==> config.mk <==
export PLATFORM = sky130hd
export DESIGN_NAME = sdr_colgen
export DESIGN_NICKNAME = d
export VERILOG_FILES = /design/src/rtl/sdr_colgen_pkg.sv /design/src/rtl/sdr_colgen_seq.sv /design/src/rtl/sdr_colgen_addr.sv /design/src/rtl/sdr_colgen.sv
export SDC_FILE = /design/constraint.sdc
export NUM_CORES = 1
export LEC_CHECK = 0
export BUFFER_PORTS_ARGS = -buffer_cell sky130_fd_sc_hd__buf_2
export CAP_MARGIN = 40
export CORE_MARGIN = 2
export CORE_UTILIZATION = 45
export CTS_CLUSTER_DIAMETER = 120
export DETAILED_ROUTE_END_ITERATION = 8
export PLACE_DENSITY = 0.69
export SYNTH_ARGS = -nofsm -noshare
export SYNTH_HDL_FRONTEND = slang
export SYNTH_SLANG_ARGS = --single-unit
export TNS_END_PERCENT = 5
==> constraint.sdc <==
create_clock -name clk -period 3.19 [get_ports clk]
set_clock_uncertainty 0.15 [all_clocks]
set_input_delay 0.638 -clock clk [delete_from_list [all_inputs] [get_ports clk]]
set_output_delay 0.638 -clock clk [all_outputs]
set_load 0.02 [all_outputs]
==> src/rtl/sdr_colgen_pkg.sv <==
package sdr_colgen_pkg;
  // burst mode captured when a burst starts
  typedef struct packed {
    logic       full;   // full-page burst, ended only by terminate
    logic       ilv;    // interleaved ordering (fixed lengths only)
    logic [1:0] lg;     // log2 of fixed burst length
  } burst_mode_t;

  function automatic burst_mode_t decode_mode(logic [2:0] code, logic il);
    burst_mode_t m;
    m.full = code[2];
    m.ilv  = il & ~code[2];
    m.lg   = code[1:0];
    return m;
  endfunction
endpackage

==> src/rtl/sdr_colgen_seq.sv <==
module sdr_colgen_seq
  import sdr_colgen_pkg::*;
#(
  parameter int COL_W = 8
) (
  input  logic             clk,
  input  logic             rst,
  input  logic             load,
  input  logic             adv,
  input  logic [COL_W-1:0] load_col,
  input  burst_mode_t      load_mode,
  output logic [COL_W-1:0] base_q,
  output logic [COL_W-1:0] idx_q,
  output burst_mode_t      mode_q
);
  always_ff @(posedge clk) begin
    if (rst) begin
      base_q <= '0;
      idx_q  <= '0;
      mode_q <= '0;
    end else if (load) begin
      base_q <= load_col;
      idx_q  <= '0;
      mode_q <= load_mode;
    end else if (adv) begin
      idx_q <= idx_q + 1'b1;
    end
  end
endmodule

==> src/rtl/sdr_colgen_addr.sv <==
module sdr_colgen_addr
  import sdr_colgen_pkg::*;
#(
  parameter int COL_W = 8
) (
  input  logic [COL_W-1:0] base,
  input  logic [COL_W-1:0] idx,
  input  burst_mode_t      mode,
  output logic [COL_W-1:0] addr,
  output logic             final_beat
);
  localparam int LG_MAX = 3;
  logic [COL_W-1:0] mask;
  logic [COL_W-1:0] wrap_sum;
  logic [COL_W-1:0] xor_mix;

  // mask of the bits that move inside a fixed burst
  always_comb begin
    mask = '0;
    for (int b = 0; b < LG_MAX; b++)
      if (b < int'(mode.lg)) mask[b] = 1'b1;
    if (mode.full) mask = '1;
  end

  assign wrap_sum = base + idx;
  assign xor_mix  = base ^ idx;

  always_comb begin
    if (mode.ilv) addr = (base & ~mask) | (xor_mix & mask);
    else          addr = (base & ~mask) | (wrap_sum & mask);
  end

  assign final_beat = !mode.full && ((idx & mask) == mask);
endmodule

==> src/rtl/sdr_colgen.sv <==
module sdr_colgen
  import sdr_colgen_pkg::*;
#(
  parameter int COL_W = 8
) (
  input  logic             clk,
  input  logic             rst,
  input  logic             start,
  input  logic [COL_W-1:0] start_col,
  input  logic [2:0]       bl_sel,
  input  logic             ilv,
  input  logic             term,
  output logic [COL_W-1:0] col_addr,
  output logic             col_vld,
  output logic             col_last
);
  logic [COL_W-1:0] base_q, idx_q, nxt_addr;
  burst_mode_t      mode_q;
  logic             nxt_final, adv;

  assign adv = col_vld && !col_last && !term && !start;

  sdr_colgen_seq #(.COL_W(COL_W)) u_seq (
    .clk(clk), .rst(rst), .load(start), .adv(adv),
    .load_col(start_col), .load_mode(decode_mode(bl_sel, ilv)),
    .base_q(base_q), .idx_q(idx_q), .mode_q(mode_q)
  );

  sdr_colgen_addr #(.COL_W(COL_W)) u_addr (
    .base(base_q), .idx(idx_q + 1'b1), .mode(mode_q),
    .addr(nxt_addr), .final_beat(nxt_final)
  );

  always_ff @(posedge clk) begin
    if (rst) begin
      col_addr <= '0;
      col_vld  <= 1'b0;
      col_last <= 1'b0;
    end else if (start) begin
      col_addr <= start_col;
      col_vld  <= 1'b1;
      col_last <= !bl_sel[2] && (bl_sel[1:0] == 2'd0);
    end else if (adv) begin
      col_addr <= nxt_addr;
      col_last <= nxt_final;
    end else if (col_vld) begin
      col_vld  <= 1'b0;
      col_last <= 1'b0;
    end
  end
endmodule

==> flow_summary_export.csv, run 1 <==
group,metric,value,unit
status,outcome,"completed",
setup_path,start_kind,"flip-flop",
global_route,track_usage,0.1810,
floorplan,pin_count,26,
global_route,grt_pass1_wl,6099,um
setup_path,crit_arrival,2800,ps
final_layout,fin_area,0.001979,mm^2
yosys,syn_avg_cell_area,8.562,um^2
yosys,synth_cell_type_count,41,
floorplan,core,0.003689,mm^2
sta,slew_headroom,0.5273,
detailed_routing,wl,3521,um
clocking,cts_sinks,30,
pwr,ir_worst_vdd,0.2712,mV
final_layout,final_cells,275,
pwr,power_density,420.0,mW/mm^2
final_layout,syn_to_final_growth,13.32,%
final_layout,postLayoutCoreUtil,0.5366,
global_route,grt-ovfl-total,0,
yosys,seq_area_frac_synth,0.3438,
detailed_routing,dr_total_vias,1446,
yosys,synthesis.area,0.001747,mm^2
yosys,synth.area.top_cells,"dfxtp_1 (34%), ha_1 (7.2%), mux2i_1 (6.9%)",
setup_path,critPathRequiredTime,3260,ps
sta,finalHoldViolCount,0,
final_layout,mostFrequentLayoutCell,"dfxtp_1",
floorplan,start_util,0.4735,
yosys,async_flop_share,0,
pwr,seqPwrFrac,0.492,
setup_path,critPathKind,"flip-flop to flip-flop",
pwr,leakagePower,0.8297,nW
clocking,post_cts_buffers,0,
setup_path,cp_max_fo,5,
yosys,synth_fp_nets,231,
placed_design,dpl-instance-area,0.001888,mm^2
detailed_routing,drt_iter0_drc,76,
final_layout,antenna_cells,0,
sta,worst_slew_pin_slew,709.1,ps
sta,report.final.slew_viol_count,0,
pwr,combPwrFrac,0.133,
sta,clock.fmax,366.8,MHz
sta,tns,0,ps
clocking,cts_buffer_depth,2,
yosys,synth_edf_count,0,
clocking,ctsHtreeMaxLevel,2,
detailed_routing,firstDrtPassIters,4,
clocking,root_buffer,"clkbuf_8",
yosys,synth_top_area_cell,"dfxtp_1",
sta,setup_viol,0,
clocking,cts-resized-gates,0,
setup_path,end_kind,"flip-flop",
setup_path,cp_cell_sequence,"ha_1, nand3_1, nor2_1, xor2_1, ha_1, a21oi_2, o211ai_1, nand2_1, xnor2_1, or4b_1, nand3_1",
final_layout,nets,253,
pwr,clkPwrFrac,0.375,
final_layout,layout_common_cells,"dfxtp_1 (30), buf_2 (25), a21oi_1 (23)",
pwr,switchingPower,0.2173,mW
global_route,antenna_found_initial,0,
setup_path,slowest_stage,"or4b_1",
placed_design,dp.cells,267,
yosys,synth_flop_cell,"dfxtp_1",
placed_design,portBuffers,25,
final_layout,layout-drive-gt1-share,0.1850,
floorplan,die_h,66.30,um
clocking,tritoncts.num_buffers,5,
detailed_routing,wire_per_inst,12.80,um
global_route,grt_start_max_net_pins,36,
sta,rsz0062_at_grt,"false",
detailed_routing,ant_nets,0,
min_path,hold_path.class,"flip-flop to flip-flop",
global_route,grt_pass1_vias,1377,
pwr,switching_share,0.2614,
clocking,tritoncts,"built",
yosys,synth_top_area_frac,0.3438,
placed_design,gp_congestion,0.7473,
detailed_routing,drc,0,
floorplan,die_area,0.004396,mm^2
floorplan,die_w,66.30,um
setup_path,critical_path.max_stage_delay,480,ps
yosys,syn-instance-count,204,
detailed_routing,via_per_inst,5.258,
job,maxCapViolations,0,
yosys,yosys_warnings,0,
floorplan,row_count,22,
clocking,worstSkewPairLatency,280,ps
placed_design,place_hpwl,2492,um
clocking,cts_hold_buf,0,
sta,fin_crit_sh,0.8546,
clocking,clk_pin_slew,60,ps
yosys,synth_seq_cells,30,
pwr,internal-power,0.6141,mW
sta,period_needed,2726,ps
[synth_stat cells (2+ instances only)]
cell / instances
a21o_1: 3
or3_1: 3
ha_1: 10
nand2_1: 15
a221oi_1: 3
nand3_1: 2
nand2b_1: 5
a21oi_1: 23
inv_1: 6
mux2i_1: 12
xor2_1: 4
buf_2: 5
clkbuf_1: 5
nor3_2: 2
nand3b_1: 2
o21ai_0: 11
nor3_1: 6
nor2b_1: 2
o211ai_1: 4
nor2_1: 20
dfxtp_1: 30
xnor2_1: 12
[final timing paths]
kind | slack, ps | to | cells after the start | start
max | 460 | col_addr[7] | 11 | u_seq.idx_q[0]
min reg2reg | 340 | u_seq.idx_q[1] | 2 | u_seq.idx_q[1]
max reg2reg | 460 | col_addr[7] | 11 | u_seq.idx_q[0]
min | 340 | u_seq.idx_q[1] | 2 | u_seq.idx_q[1]
[flip-flops by register name, summed over array words and instances (netlist names)]
signal / count
col_addr: 8
u_seq.base_q: 8
u_seq.idx_q: 8
u_seq.mode_q: 4
col_last: 1
col_vld: 1
[power groups by stage]
stage	clock, mW	sequential [mW]	combinational [mW]
6_report	0.312	0.409	0.110
5_1_grt	0.336	0.411	0.125
4_1_cts	0.318	0.409	0.112
3_5_place_dp	0	0.417	0.111
3_3_place_gp	0	0.417	0.110
2_1_floorplan	0	0.422	0.0726
[critical path: cells and delay by family (launching register included)]
kind,cells,cell delay (ps)
AOI/OAI and AO/OA,2,260
xor gates and xnor gates,2,310
DFF,1,420
and+or+nand+nor,5,1020
adders and majority gates,2,510
[stage by stage]
step	setup WS, ps	hold slack [ps]	total power [mW]
floorplan	696.1	315.3	0.4948
global placement	580.0	328.1	0.5265
detailed placement	517.8	334.2	0.5277
CTS	455.9	342.9	0.8382
global route	264.5	369.1	0.8727
finish	464.0	338.2	0.8314
[routing by layer]
metal / GRT usage / up-vias / wire length, um
met2: 0.2975 / 23 / 1627
met5: 0 / - / 0
li1: - / 762 / -
met1: 0.2288 / 657 / 1734
met4: 0.05357 / 0 / 31
met3: 0.05111 / 4 / 127
[kinds of logic after synthesis]
logic type               share of synthesized area
flip-flops                                  0.3438
AO/OA/AOI/OAI                               0.1820
XOR/XNOR                                   0.08023
multiplexers                               0.07522
adder cells (fa/ha/maj)                    0.08310
buffers and inverters                      0.04226
AND/OR/NAND/NOR                             0.1934
[area by class of cell]
type	instances	area (um^2)
Clock inverter	1	5.005
Sequential cell	30	600.6
Multi-Input combinational cell	157	1072
Inverter	6	22.52
Tap cell	48	60.06
Timing Repair Buffer	26	132.6
Fill cell	361	1709
Clock buffer	7	86.33
Power figures use the tool's default switching activity.
==> inputs of run 2 (changes only) <==
==> constraint.sdc (replaced) <==
create_clock -name clk -period 3.19 [get_ports clk]
set_clock_uncertainty 0.15 [all_clocks]
set_input_delay 0.319 -clock clk [delete_from_list [all_inputs] [get_ports clk]]
set_output_delay 0.319 -clock clk [all_outputs]
set_load 0.02 [all_outputs]
==> run 2 against run 1 <==
  * Hold slack lost 200 ps
  * Fmax rose by 1.3%
  * Via count is 0.97% higher
  * Clock-buffer cell count fell by 1
  * Routed wire length decreased by 2.5%
  * Flip-flop and latch count unchanged
  * Largest cell class unchanged
  * Register-to-register slack better by 30 ps
  * Sequential power hardly changed
  * Critical endpoint unchanged
  * Clock power rose by 2%
==> flow_summary_export.csv, run 2 (synthesis results as in run 1) <==
group,metric,value,unit
status,outcome,"completed",
pwr,switchingPower,0.2243,mW
setup_path,worstReg2RegEnd,"col_addr[7]",
global_route,grt_pass1_wl,5906,um
final_layout,final_cells,275,
min_path,hold_path.class,"primary input to flip-flop",
floorplan,die_h,66.30,um
pwr,power_density,422.4,mW/mm^2
sta,setup_viol,0,
global_route,track_usage,0.1764,
placed_design,gp_congestion,0.7668,
setup_path,rr_startpoint,"u_seq.idx_q[0]",
sta,tns,0,ps
floorplan,die_area,0.004396,mm^2
detailed_routing,wl,3434,um
sta,slew_headroom,0.5476,
sta,worst_slew_pin_slew,678.6,ps
pwr,clkPwrFrac,0.381,
pwr,totalPowerFinal,0.8377,mW
sta,fin_crit_sh,0.8439,
clocking,post_cts_buffers,0,
clocking,cts_buffer_depth,2,
pwr,combPwrFrac,0.131,
final_layout,layout-drive-gt1-share,0.1894,
setup_path,ff2ff_path_depth,11,
detailed_routing,via_per_inst,5.309,
detailed_routing,wire_per_inst,12.49,um
placed_design,portBuffers,25,
setup_path,critPathRequiredTime,3270,ps
setup_path,end_kind,"flip-flop",
detailed_routing,ant_nets,0,
floorplan,pin_count,26,
floorplan,die_w,66.30,um
clocking,ctsHtreeMaxLevel,2,
global_route,antenna_found_initial,0,
global_route,grt-ovfl-total,0,
pwr,leakagePower,0.8287,nW
clocking,clk_pin_slew,70,ps
clocking,tritoncts,"built",
final_layout,antenna_cells,0,
final_layout,layout_common_cells,"dfxtp_1 (30), buf_2 (25), a21oi_1 (23)",
final_layout,fillers,357,
detailed_routing,firstDrtPassIters,4,
pwr,seqPwrFrac,0.488,
clocking,root_buffer,"clkbuf_8",
global_route,grt_pass1_vias,1385,
setup_path,critPathLaunch,"u_seq.idx_q[0]",
sta,report.final.slew_viol_count,0,
placed_design,dp.cells,267,
clocking,cts-resized-gates,0,
floorplan,core,0.003689,mm^2
sta,finalHoldViolCount,0,
sta,period_needed,2692,ps
final_layout,mostFrequentLayoutCell,"dfxtp_1",
pwr,internal-power,0.6134,mW
sta,clock.fmax,371.4,MHz
clocking,cts_sinks,30,
clocking,cts_hold_buf,0,
placed_design,dpl-instance-area,0.001888,mm^2
final_layout,reg_top3,"col_addr: 8 flops, u_seq.base_q: 8 flops, u_seq.idx_q: 8 flops",
sta,rsz0062_at_grt,"false",
detailed_routing,drc,0,
pwr,switching_share,0.2678,
setup_path,crit_arrival,2770,ps
setup_path,start_kind,"flip-flop",
setup_path,endpoint,"col_addr[7]",
final_layout,fin_area,0.001983,mm^2
clocking,tritoncts.num_buffers,5,
setup_path,critPathKind,"flip-flop to flip-flop",
final_layout,syn_to_final_growth,13.54,%
job,maxCapViolations,0,
global_route,grt_start_max_net_pins,36,
clocking,worstSkewPairLatency,280,ps
setup_path,reg2reg_slack,500,ps
pwr,ir_worst_vdd,0.3040,mV
placed_design,place_hpwl,2527,um
detailed_routing,dr_total_vias,1460,
final_layout,nets,253,
detailed_routing,drt_iter0_drc,47,
setup_path,cp_max_fo,5,
sta,hold_ws,134.3,ps
floorplan,row_count,22,
floorplan,start_util,0.4735,
[run 2: cell count changes in the layout (fill, tap and decap cells not counted)]
| cell | before | now |
|---|---|---|
| clkbuf_1 | 1 | 0 |
| clkinvlp_4 | 0 | 1 |
[run 2: cell type report]
class / count / area [um^2] / share of cell area
sequential: 30 / 600.6 / 0.3028
clock inverter: 2 / 12.51 / 0.006309
timing repair buffer: 26 / 132.6 / 0.06688
inverter: 6 / 22.52 / 0.01136
tap: 48 / 60.06 / 0.03028
multi-input combinational: 157 / 1072 / 0.5407
clock buffer: 6 / 82.58 / 0.04164
[run 2: worst max-delay path, stage by stage, from the launching register on]
cell      delay, ps
dfxtp_1         420
ha_1            230
nand3_1         170
nor2_1          170
xor2_1          210
ha_1            280
a21oi_2         150
o211ai_1         90
nand2_1          80
xnor2_1         100
or4b_1          470
nand3_1          90
[run 2: how the worst min path moves through the flow]
stage,start,end,slack [ps],cells past startpoint
after floorplan,rst,col_vld,250,1
after global placement,u_seq.idx_q[1],u_seq.idx_q[1],330,2
final,start_col[2],u_seq.base_q[2],130,3
after global routing,start_col[0],col_addr[0],150,3
after CTS,start_col[2],u_seq.base_q[2],130,3
after detailed placement,col_addr[7],col_addr[7],330,2
[run 2: metrics by stage]
step	utilization	worst slack [ps]
after global placement	0.5119	578.2
after floorplan	-	696.1
after CTS	0.5377	479.8
after global routing	0.5377	247.6
after detailed placement	0.5119	503.1
final	0.5377	497.8
[run 2: power by group through the flow]
stage	Combinational (mW)	Sequential, mW	Clock [mW]
final	0.110	0.408	0.319
after global placement	0.110	0.417	0
after CTS	0.111	0.408	0.329
after global routing	0.124	0.411	0.345
after floorplan	0.0726	0.422	0
after detailed placement	0.111	0.417	0
[run 2: per-layer routing]
metal,part of all wire,GRT usage,vias to the layer above
met1,0.49,0.2215,665
met4,0.014,0.08418,0
met2,0.46,0.2825,25
li1,-,-,765
met3,0.037,0.04089,5
met5,0,0,-
==> inputs of run 3 (changes only) <==
==> constraint.sdc (replaced) <==
create_clock -name clk -period 2.8 [get_ports clk]
set_clock_uncertainty 0.15 [all_clocks]
set_input_delay 0.28 -clock clk [delete_from_list [all_inputs] [get_ports clk]]
set_output_delay 0.28 -clock clk [all_outputs]
set_load 0.02 [all_outputs]
==> run 3 against run 2 <==
  * Hold slack worse by 38 ps
  * Global-route usage is 0.79 points higher
  * Critical path type unchanged
  * Largest power group is now the clock network
  * Setup slack worse by 340 ps
==> flow_summary_export.csv, run 3 (synthesis results as in run 1) <==
group,metric,value,unit
sta,setup_viol,0,
global_route,grt-ovfl-total,0,
clocking,cts_sinks,30,
clocking,tritoncts.num_buffers,5,
clocking,clk_pin_slew,70,ps
clocking,cts_hold_buf,0,
floorplan,die_area,0.004396,mm^2
global_route,track_usage,0.1844,
placed_design,place_hpwl,2503,um
final_layout,layout_common_cells,"dfxtp_1 (29), buf_2 (25), a21oi_1 (23)",
global_route,grt_start_max_net_pins,36,
clocking,ctsHtreeMaxLevel,2,
sta,fin_ws,160.5,ps
global_route,grt_pass1_wl,6127,um
setup_path,critPathKind,"flip-flop to flip-flop",
detailed_routing,wl,3507,um
floorplan,die_w,66.30,um
detailed_routing,wire_per_inst,12.66,um
placed_design,place_ws,96.81,ps
detailed_routing,drt_iter0_drc,43,
final_layout,layout-drive-gt1-share,0.2052,
floorplan,pin_count,26,
floorplan,core,0.003689,mm^2
sta,slew_headroom,0.5419,
final_layout,antenna_cells,0,
sta,worst_slew_pin_slew,687.2,ps
job,maxCapViolations,0,
final_layout,syn_to_final_growth,17.48,%
clocking,root_buffer,"clkbuf_8",
setup_path,crit_arrival,2710,ps
setup_path,reg2reg_slack,160,ps
final_layout,reg_top3,"col_addr: 8 flops, u_seq.base_q: 8 flops, u_seq.idx_q: 8 flops",
sta,period_needed,2640,ps
sta,fin_crit_sh,0.9427,
sta,report.final.slew_viol_count,0,
pwr,ir_worst_vdd,0.3302,mV
clocking,tritoncts,"built",
detailed_routing,dr_total_vias,1476,
clocking,cts_buffer_depth,2,
detailed_routing,drc,0,
status,outcome,"completed",
detailed_routing,firstDrtPassIters,4,
floorplan,start_util,0.4735,
pwr,leakagePower,0.8630,nW
detailed_routing,ant_nets,0,
setup_path,start_kind,"flip-flop",
setup_path,cp_max_fo,5,
final_layout,mostFrequentLayoutCell,"dfxtp_1",
min_path,hold_path.class,"primary input to flip-flop",
detailed_routing,via_per_inst,5.329,
pwr,totalPowerFinal,1.134,mW
sta,clock.fmax,378.9,MHz
sta,finalHoldViolCount,0,
global_route,grt_pass1_vias,1360,
pwr,power_density,552.6,mW/mm^2
placed_design,portBuffers,25,
final_layout,fillers,354,
floorplan,row_count,22,
global_route,antenna_found_initial,0,
final_layout,nets,255,
clocking,worstSkewPairLatency,280,ps
setup_path,critPathRequiredTime,2870,ps
setup_path,end_kind,"flip-flop",
placed_design,gp_congestion,0.7484,
floorplan,die_h,66.30,um
run 3: metal layers:
metal	GRT usage	vias to the layer above	share of wire
met2	0.2875	23	0.46
met5	0	-	0
li1	-	765	-
met3	0.05111	7	0.035
met1	0.2376	681	0.49
met4	0.07653	0	0.016
run 3: path summary, 6_finish.rpt:
check / startpoint / to / cells after the start
setup / recovery: u_seq.idx_q[0] / col_addr[7] / 12
hold / removal: bl_sel[0] / u_seq.mode_q[0] / 3
setup reg to reg: u_seq.idx_q[0] / col_addr[7] / 12
hold reg to reg: u_seq.idx_q[1] / u_seq.idx_q[1] / 2
run 3: power breakdown:
part | internal (mW) | switching [mW]
clock network | 0.379 | 0.163
logic | 0.0546 | 0.0708
registers | 0.447 | 0.0186
total | 0.881 | 0.253
run 3: worst max-delay path: stages, from the launching register on:
cell,delay [ps]
dfxtp_2,380
ha_1,230
nand3_2,140
nor2_1,150
xor2_1,100
buf_4,140
ha_1,300
nand2_1,70
a21oi_1,130
nand2_1,80
xnor2_1,160
or4b_1,460
nand3_1,90
run 3: stage by stage:
step | TNS (ps) | hold WS (ps) | util | cell area [um^2] | cells
final | 0 | 96.58 | 0.5563 | 2052 | 277
after global routing | -21.85 | 117.4 | 0.5563 | 2052 | 277
after CTS | 0 | 92.75 | 0.5526 | 2038 | 276
after detailed placement | 0 | 331.8 | 0.5139 | 1896 | 268
after global placement | 0 | 324.7 | 0.5139 | 1896 | 268
after floorplan | 0 | 209.6 | - | 1747 | 204
run 3: timing repair:
action	CTS	global route
buffers inserted	0	1
gates resized for setup	0	2
endpoints found under the setup margin	0	1
run 3: cell type report:
type / instances / area (um^2) / area share
clock inverters: 2 / 60.06 / 0.02927
inverters: 6 / 22.52 / 0.01098
multi-input cells: 157 / 1077 / 0.5250
repair buffers: 28 / 147.6 / 0.07195
flip-flops and latches: 30 / 601.8 / 0.2933
clock buffers: 6 / 82.58 / 0.04024
well taps: 48 / 60.06 / 0.02927
